[src/rtl/mclr_pkg.sv]
package mclr_pkg;
  typedef enum logic [2:0] {
    ST_HUNT  = 3'd0,
    ST_START = 3'd1,
    ST_OPC   = 3'd2,
    ST_ADDR  = 3'd3,
    ST_TYPE  = 3'd4,
    ST_INDEX = 3'd5,
    ST_GAP   = 3'd6
  } frm_state_t;

  localparam logic [1:0] OPC_CLEAR = 2'b01;
endpackage

[src/rtl/mclr_rstsync.sv]
module mclr_rstsync #(
  parameter int STAGES = 2
) (
  input  logic clk,
  input  logic rst_n,
  output logic rst_sync_n
);
  logic [STAGES-1:0] pipe_q;

  always_ff @(posedge clk or negedge rst_n) begin
    if (!rst_n) pipe_q <= '0;
    else        pipe_q <= {pipe_q[STAGES-2:0], 1'b1};
  end

  assign rst_sync_n = pipe_q[STAGES-1];
endmodule

[src/rtl/mclr_edge.sv]
module mclr_edge #(
  parameter int STAGES = 2
) (
  input  logic clk,
  input  logic rst_n,
  input  logic ser_clk,
  input  logic ser_data,
  output logic bit_rise,
  output logic bit_val
);
  logic [STAGES-1:0] ck_q;
  logic [STAGES-1:0] dt_q;
  logic              ck_prev_q;

  always_ff @(posedge clk or negedge rst_n) begin
    if (!rst_n) begin
      ck_q      <= '0;
      dt_q      <= '0;
      ck_prev_q <= 1'b0;
    end else begin
      ck_q      <= {ck_q[STAGES-2:0], ser_clk};
      dt_q      <= {dt_q[STAGES-2:0], ser_data};
      ck_prev_q <= ck_q[STAGES-1];
    end
  end

  assign bit_rise = ck_q[STAGES-1] & ~ck_prev_q;
  assign bit_val  = dt_q[STAGES-1];
endmodule

[src/rtl/mclr_preamble.sv]
module mclr_preamble #(
  parameter int PRE_LEN = 32,
  localparam int CW = $clog2(PRE_LEN + 1)
) (
  input  logic          clk,
  input  logic          rst_n,
  input  logic          bit_en,
  input  logic          bit_val,
  output logic          armed,
  output logic [CW-1:0] ones_cnt
);
  localparam logic [CW-1:0] FULL = CW'(PRE_LEN);

  logic [CW-1:0] cnt_q, cnt_d;

  assign armed = (cnt_q == FULL);

  always_comb begin
    cnt_d = cnt_q;
    if (bit_en) begin
      if (!bit_val)   cnt_d = '0;
      else if (!armed) cnt_d = cnt_q + 1'b1;
    end
  end

  always_ff @(posedge clk or negedge rst_n) begin
    if (!rst_n)      cnt_q <= '0;
    else if (bit_en) cnt_q <= cnt_d;
  end

  assign ones_cnt = cnt_q;
endmodule

[src/rtl/mclr_frame.sv]
module mclr_frame
  import mclr_pkg::*;
#(
  parameter int IDX_W  = 6,
  parameter int ADDR_W = 2,
  localparam int BCW   = $clog2(IDX_W)
) (
  input  logic              clk,
  input  logic              rst_n,
  input  logic              bit_rise,
  input  logic              bit_val,
  input  logic              armed,
  input  logic [ADDR_W-1:0] phy_addr,
  output frm_state_t        state,
  output logic              clear_valid,
  output logic              clear_all_port,
  output logic [IDX_W-1:0]  clear_index
);
  localparam logic [BCW-1:0] IDX_LAST  = BCW'(IDX_W - 1);
  localparam logic [BCW-1:0] ADDR_LAST = BCW'(ADDR_W - 1);

  frm_state_t        st_q, st_d;
  logic [BCW-1:0]    bcnt_q, bcnt_d;
  logic [IDX_W-1:0]  sh_q, sh_d;
  logic [ADDR_W-1:0] addr_q, addr_d;
  logic              typ_q, typ_d;
  logic              vld_q, vld_d;
  logic              all_q, all_d;
  logic [IDX_W-1:0]  idx_q, idx_d;
  logic [IDX_W-1:0]  sh_in;

  assign sh_in = {sh_q[IDX_W-2:0], bit_val};

  always_comb begin
    st_d   = st_q;
    bcnt_d = bcnt_q;
    sh_d   = sh_q;
    addr_d = addr_q;
    typ_d  = typ_q;
    vld_d  = 1'b0;
    all_d  = all_q;
    idx_d  = idx_q;
    if (bit_rise) begin
      unique case (st_q)
        ST_HUNT: begin
          if (!bit_val && armed) st_d = ST_START;
        end
        ST_START: begin
          st_d   = bit_val ? ST_OPC : ST_GAP;
          bcnt_d = '0;
        end
        ST_OPC: begin
          sh_d = sh_in;
          if (bcnt_q == '0) begin
            bcnt_d = BCW'(1);
          end else begin
            st_d   = (sh_in[1:0] == OPC_CLEAR) ? ST_ADDR : ST_GAP;
            bcnt_d = '0;
          end
        end
        ST_ADDR: begin
          sh_d = sh_in;
          if (bcnt_q == ADDR_LAST) begin
            addr_d = sh_in[ADDR_W-1:0];
            st_d   = ST_TYPE;
            bcnt_d = '0;
          end else begin
            bcnt_d = bcnt_q + 1'b1;
          end
        end
        ST_TYPE: begin
          typ_d  = bit_val;
          st_d   = ST_INDEX;
          bcnt_d = '0;
        end
        ST_INDEX: begin
          sh_d = sh_in;
          if (bcnt_q == IDX_LAST) begin
            st_d = ST_GAP;
            if (addr_q == phy_addr) begin
              vld_d = 1'b1;
              all_d = typ_q;
              idx_d = sh_in;
            end
          end else begin
            bcnt_d = bcnt_q + 1'b1;
          end
        end
        ST_GAP:  st_d = ST_HUNT;
        default: st_d = ST_HUNT;
      endcase
    end
  end

  always_ff @(posedge clk or negedge rst_n) begin
    if (!rst_n) begin
      st_q   <= ST_HUNT;
      bcnt_q <= '0;
      sh_q   <= '0;
      addr_q <= '0;
      typ_q  <= 1'b0;
      vld_q  <= 1'b0;
      all_q  <= 1'b0;
      idx_q  <= '0;
    end else begin
      vld_q <= vld_d;
      if (bit_rise) begin
        st_q   <= st_d;
        bcnt_q <= bcnt_d;
        sh_q   <= sh_d;
        addr_q <= addr_d;
        typ_q  <= typ_d;
      end
      if (vld_d) begin
        all_q <= all_d;
        idx_q <= idx_d;
      end
    end
  end

  assign state          = st_q;
  assign clear_valid    = vld_q;
  assign clear_all_port = all_q;
  assign clear_index    = idx_q;
endmodule

[src/rtl/mclr_top.sv]
module mclr_top
  import mclr_pkg::*;
#(
  parameter int PRE_LEN = 32,
  parameter int IDX_W   = 6,
  parameter int ADDR_W  = 2,
  parameter int SYNC_N  = 2,
  localparam int PCW    = $clog2(PRE_LEN + 1)
) (
  input  logic              clk,
  input  logic              rst_n,
  input  logic              ser_clk,
  input  logic              ser_data,
  input  logic [ADDR_W-1:0] phy_addr,
  output logic              clear_valid,
  output logic              clear_all_port,
  output logic [IDX_W-1:0]  clear_index
);
  logic       rst_sync_n;
  logic       ser_rise;
  logic       ser_bit;
  logic       pre_armed;
  logic [PCW-1:0] pre_cnt;
  frm_state_t frm_st;

  mclr_rstsync #(.STAGES(SYNC_N)) u_rst (
    .clk        (clk),
    .rst_n      (rst_n),
    .rst_sync_n (rst_sync_n)
  );

  mclr_edge #(.STAGES(SYNC_N)) u_edge (
    .clk      (clk),
    .rst_n    (rst_sync_n),
    .ser_clk  (ser_clk),
    .ser_data (ser_data),
    .bit_rise (ser_rise),
    .bit_val  (ser_bit)
  );

  mclr_preamble #(.PRE_LEN(PRE_LEN)) u_pre (
    .clk      (clk),
    .rst_n    (rst_sync_n),
    .bit_en   (ser_rise && (frm_st == ST_HUNT)),
    .bit_val  (ser_bit),
    .armed    (pre_armed),
    .ones_cnt (pre_cnt)
  );

  mclr_frame #(.IDX_W(IDX_W), .ADDR_W(ADDR_W)) u_frm (
    .clk            (clk),
    .rst_n          (rst_sync_n),
    .bit_rise       (ser_rise),
    .bit_val        (ser_bit),
    .armed          (pre_armed),
    .phy_addr       (phy_addr),
    .state          (frm_st),
    .clear_valid    (clear_valid),
    .clear_all_port (clear_all_port),
    .clear_index    (clear_index)
  );
endmodule

[config.mk]
export PLATFORM = sky130hd
export DESIGN_NAME = mclr_top
export DESIGN_NICKNAME = d
export VERILOG_FILES = /design/src/rtl/mclr_pkg.sv /design/src/rtl/mclr_rstsync.sv /design/src/rtl/mclr_edge.sv /design/src/rtl/mclr_preamble.sv /design/src/rtl/mclr_frame.sv /design/src/rtl/mclr_top.sv
export SDC_FILE = /design/constraint.sdc
export NUM_CORES = 1
export LEC_CHECK = 0
export CAP_MARGIN = 10
export CORE_ASPECT_RATIO = 0.7
export CORE_MARGIN = 5
export CORE_UTILIZATION = 45
export CTS_BUF_LIST = sky130_fd_sc_hd__clkbuf_8
export CTS_CLUSTER_SIZE = 20
export DETAILED_ROUTE_END_ITERATION = 8
export PLACE_DENSITY = 0.69
export SLEW_MARGIN = 10
export SYNTH_ARGS = -nofsm -noshare
export SYNTH_HDL_FRONTEND = slang
export SYNTH_SLANG_ARGS = --single-unit
[constraint.sdc]
create_clock -name clk -period 1.1 [get_ports clk]
set_input_delay 0.33 -clock clk [delete_from_list [all_inputs] [get_ports clk]]
set_output_delay 0.33 -clock clk [all_outputs]
set_load 0.1 [all_outputs]
==> out/qor.txt <==
Vias in the first global route = 1,558
Area Growth Syn to Fin = 74.02%
Number of vias in the routed layout = 1,536
Critical Path Start Type = flop
Iter 0 DRT Violations = 130
Worst-path clk slew = 0.07 ns
Worst-Skew Late Latency = 0.29 ns
Cell count after synthesis = 151
RSZ-0062 raised after global routing = yes
Worst setup margin = -0.6548 ns
Crit-path cells = inv_2, ha_4, nand3_4, or2_4, nor4_4, buf_6, mux2_4
Detail Placement HPWL = 3074 µm
Count of cell types in the netlist = 42
CTS Buffer Depth = 2
Worst Path Arrival = 1.92 ns
Failing checks = negative setup slack
Synth top cells by count = dfrtp_1, mux2_2, inv_1, o21ai_0
CP peak stage delay = 0.38 ns
Row cnt = 18
CP delay by family, top = simple AND/OR/NAND/NOR gates
Drt pass-1 iters = 4
Buf/Inv on CP = 2
Mapped Nets = 162
First-pass GRT wire length = 7783 µm
Post-synth top area share = 0.5197
Vias per cell = 5.408
DRC viols = 0
GR Overflow Total = 0
Count leader, synth = dfrtp_1
Fraction of layout cells with a size suffix above 1 = 0.5897
Root Buffer = clkbuf_8
Number of flops mapped to enable cells by yosys = 0
Ys flop type = dfrtp_1
Nets@finish = 244
Top cells by area, synth = dfrtp_1, mux2_2, ha_1, o21ai_0, inv_1
H-tree Lvls = 2
Pwr Density = 938.8 mW/mm²
Hold crit path type = in2async
Final wirelength = 5153 µm
Slowest CP cell = dfrtp_1
Crit path max fanout = 7
Final hold violation count = 0
WS Path Type = reg2reg
Synth Cell Area = 0.001685 mm²
Initial antenna violation count = 0
GRT Util Overall = 0.1990
Average cell area after synthesis = 11.16 µm²
Pleak = 1.333 nW
GP Congestion = 0.8940
Peak VDD IR = 0.8783 mV
Min cycle time layout = 1.755 ns
Die footprint = 0.005088 mm²
Fmax = 0.5699 GHz
TritonCTS clock tree = done
Total CTS buffers = 5
Starting Density = 0.4736
Place WS = -0.8147 ns
Setup TNS = -14.77 ns
Crit share post-route = 1.595
Max-slew violations = 0
Die Wd = 83.15 µm
Final Power = 2.753 mW
Sequential share of the synthesized area = 0.5197
Outcome = finished, violations left
Largest net degree at the start of global routing = 34
Core Area = 0.003558 mm²
Antenna cells = 0
Slew @ Worst Pin = 0.5295 ns
Final ANT Viol Nets = 0
Clk_skew = 0.01143 ns
Seq cells post-synth = 35
Die height = 61.20 µm
Max-Cap Viols = 0
Slew HR = 0.6458
CP endpoint kind = flop
Final setup violation count = 36
Avg WL per Cell = 18.14 µm
Clock sinks = 35
FFs w/ async S/R, synth = 1.000
Port Buffers = 13
Yosys warns = 0
Critical path required time = 1.27 ns
I/O pin cnt = 14
Area leader, netlist = dfrtp_1
## layout by cell type, fill, tap and decap left out, types with 3 or more instances in the layout
cell type / count
nand2b_4: 4
ha_1: 3
dfrtp_1: 33
mux2_4: 15
o21ai_1: 4
buf_4: 53
inv_2: 4
inv_1: 7
clkdlybuf4s50_1: 5
buf_12: 10
nor4_4: 3
o21ai_2: 4
nor2_1: 8
nand2_1: 7
buf_6: 13
clkbuf_8: 6
o21ai_0: 3
## registers in the layout (all words and copies together), names as in the netlist
register,count
u_edge.ck_prev_q,1
u_edge.ck_q,2
u_edge.dt_q,2
u_frm.addr_q,2
u_frm.bcnt_q,3
u_frm.clear_all_port,1
u_frm.clear_index,6
u_frm.clear_valid,1
u_frm.sh_q,5
u_frm.state,3
u_frm.typ_q,1
u_pre.ones_cnt,6
u_rst.pipe_q,2
## per-layer routing
layer | track usage | vias to the layer above | part of all wire | routed length, µm
met3 | 0.04679 | 8 | 0.043 | 224
met4 | 0.03963 | 0 | 0.010 | 52
met1 | 0.2519 | 788 | 0.45 | 2308
met2 | 0.3607 | 38 | 0.50 | 2568
met5 | 0 | - | 0 | 0
li1 | - | 702 | - | -
## cell families after synthesis
kind of cell,share of synthesized area
and+or+nand+nor,0.1596
DFF,0.5197
AOI/OAI and AO/OA,0.1210
buffers and inverters,0.04454
muxes,0.1002
adders and majority gates,0.03712
xor gates and xnor gates,0.01559
other,0.002225
## final cells by class
type                    instances  area, µm²
repair buffers                 81      794.5
clock inverters                 2      12.51
multi-input cells              99       1049
clock buffers                   6      82.58
well taps                      50      62.56
fillers                       166      625.6
inverters                      11      53.80
flip-flops and latches         35      878.3
## worst register-to-register path: stages (launching register included)
cell and delay [ns]:
dfrtp_1 0.38, inv_2 0.08, ha_4 0.15, nand3_4 0.08, or2_4 0.26, nor4_4 0.17
buf_6 0.20, mux2_4 0.32
## timing repair
item | 4_1_cts | 5_1_grt
endpoints found under the hold margin | 0 | 0
buffers inserted | 15 | 13
hold buffers | 0 | 0
resized for setup | 41 | 17
endpoints found under the setup margin | 36 | 36
gates cloned | 0 | 0
pin swaps | 14 | 10
## power by group
group          total (mW)  internal [mW]  switching [mW]
logic               0.422          0.220           0.202
clock network       0.968          0.504           0.464
registers            1.36           1.33          0.0306
total                2.75           2.06           0.697
## stage by stage
step / instances / util / area, µm² / hold slack [ns]
floorplan: 151 / - / 1831 / 0.03441
global placement: 251 / 0.6716 / 2390 / 0.2281
detailed placement: 251 / 0.6716 / 2390 / 0.2451
CTS: 272 / 0.7781 / 2769 / 0.1897
global route: 284 / 0.8242 / 2933 / 0.1908
finish: 284 / 0.8242 / 2933 / 0.1992
## worst paths after layout
kind                                  from  slack, ns  depth (start not counted)                    to
hold reg to reg            u_rst.pipe_q[1]       0.22                          1  u_frm.clear_index[1]
max in group asynchronous  u_rst.pipe_q[1]       0.67                          1        u_frm.state[2]
setup reg to reg           u_frm.bcnt_q[1]      -0.65                          7  u_frm.clear_index[0]
setup / recovery           u_frm.bcnt_q[1]      -0.65                          7  u_frm.clear_index[0]
min in group clk            u_edge.dt_q[0]       0.35                          0        u_edge.dt_q[1]
hold / removal                       rst_n       0.20                          1       u_rst.pipe_q[1]
Note: power is estimated with default switching activity, not from simulation.
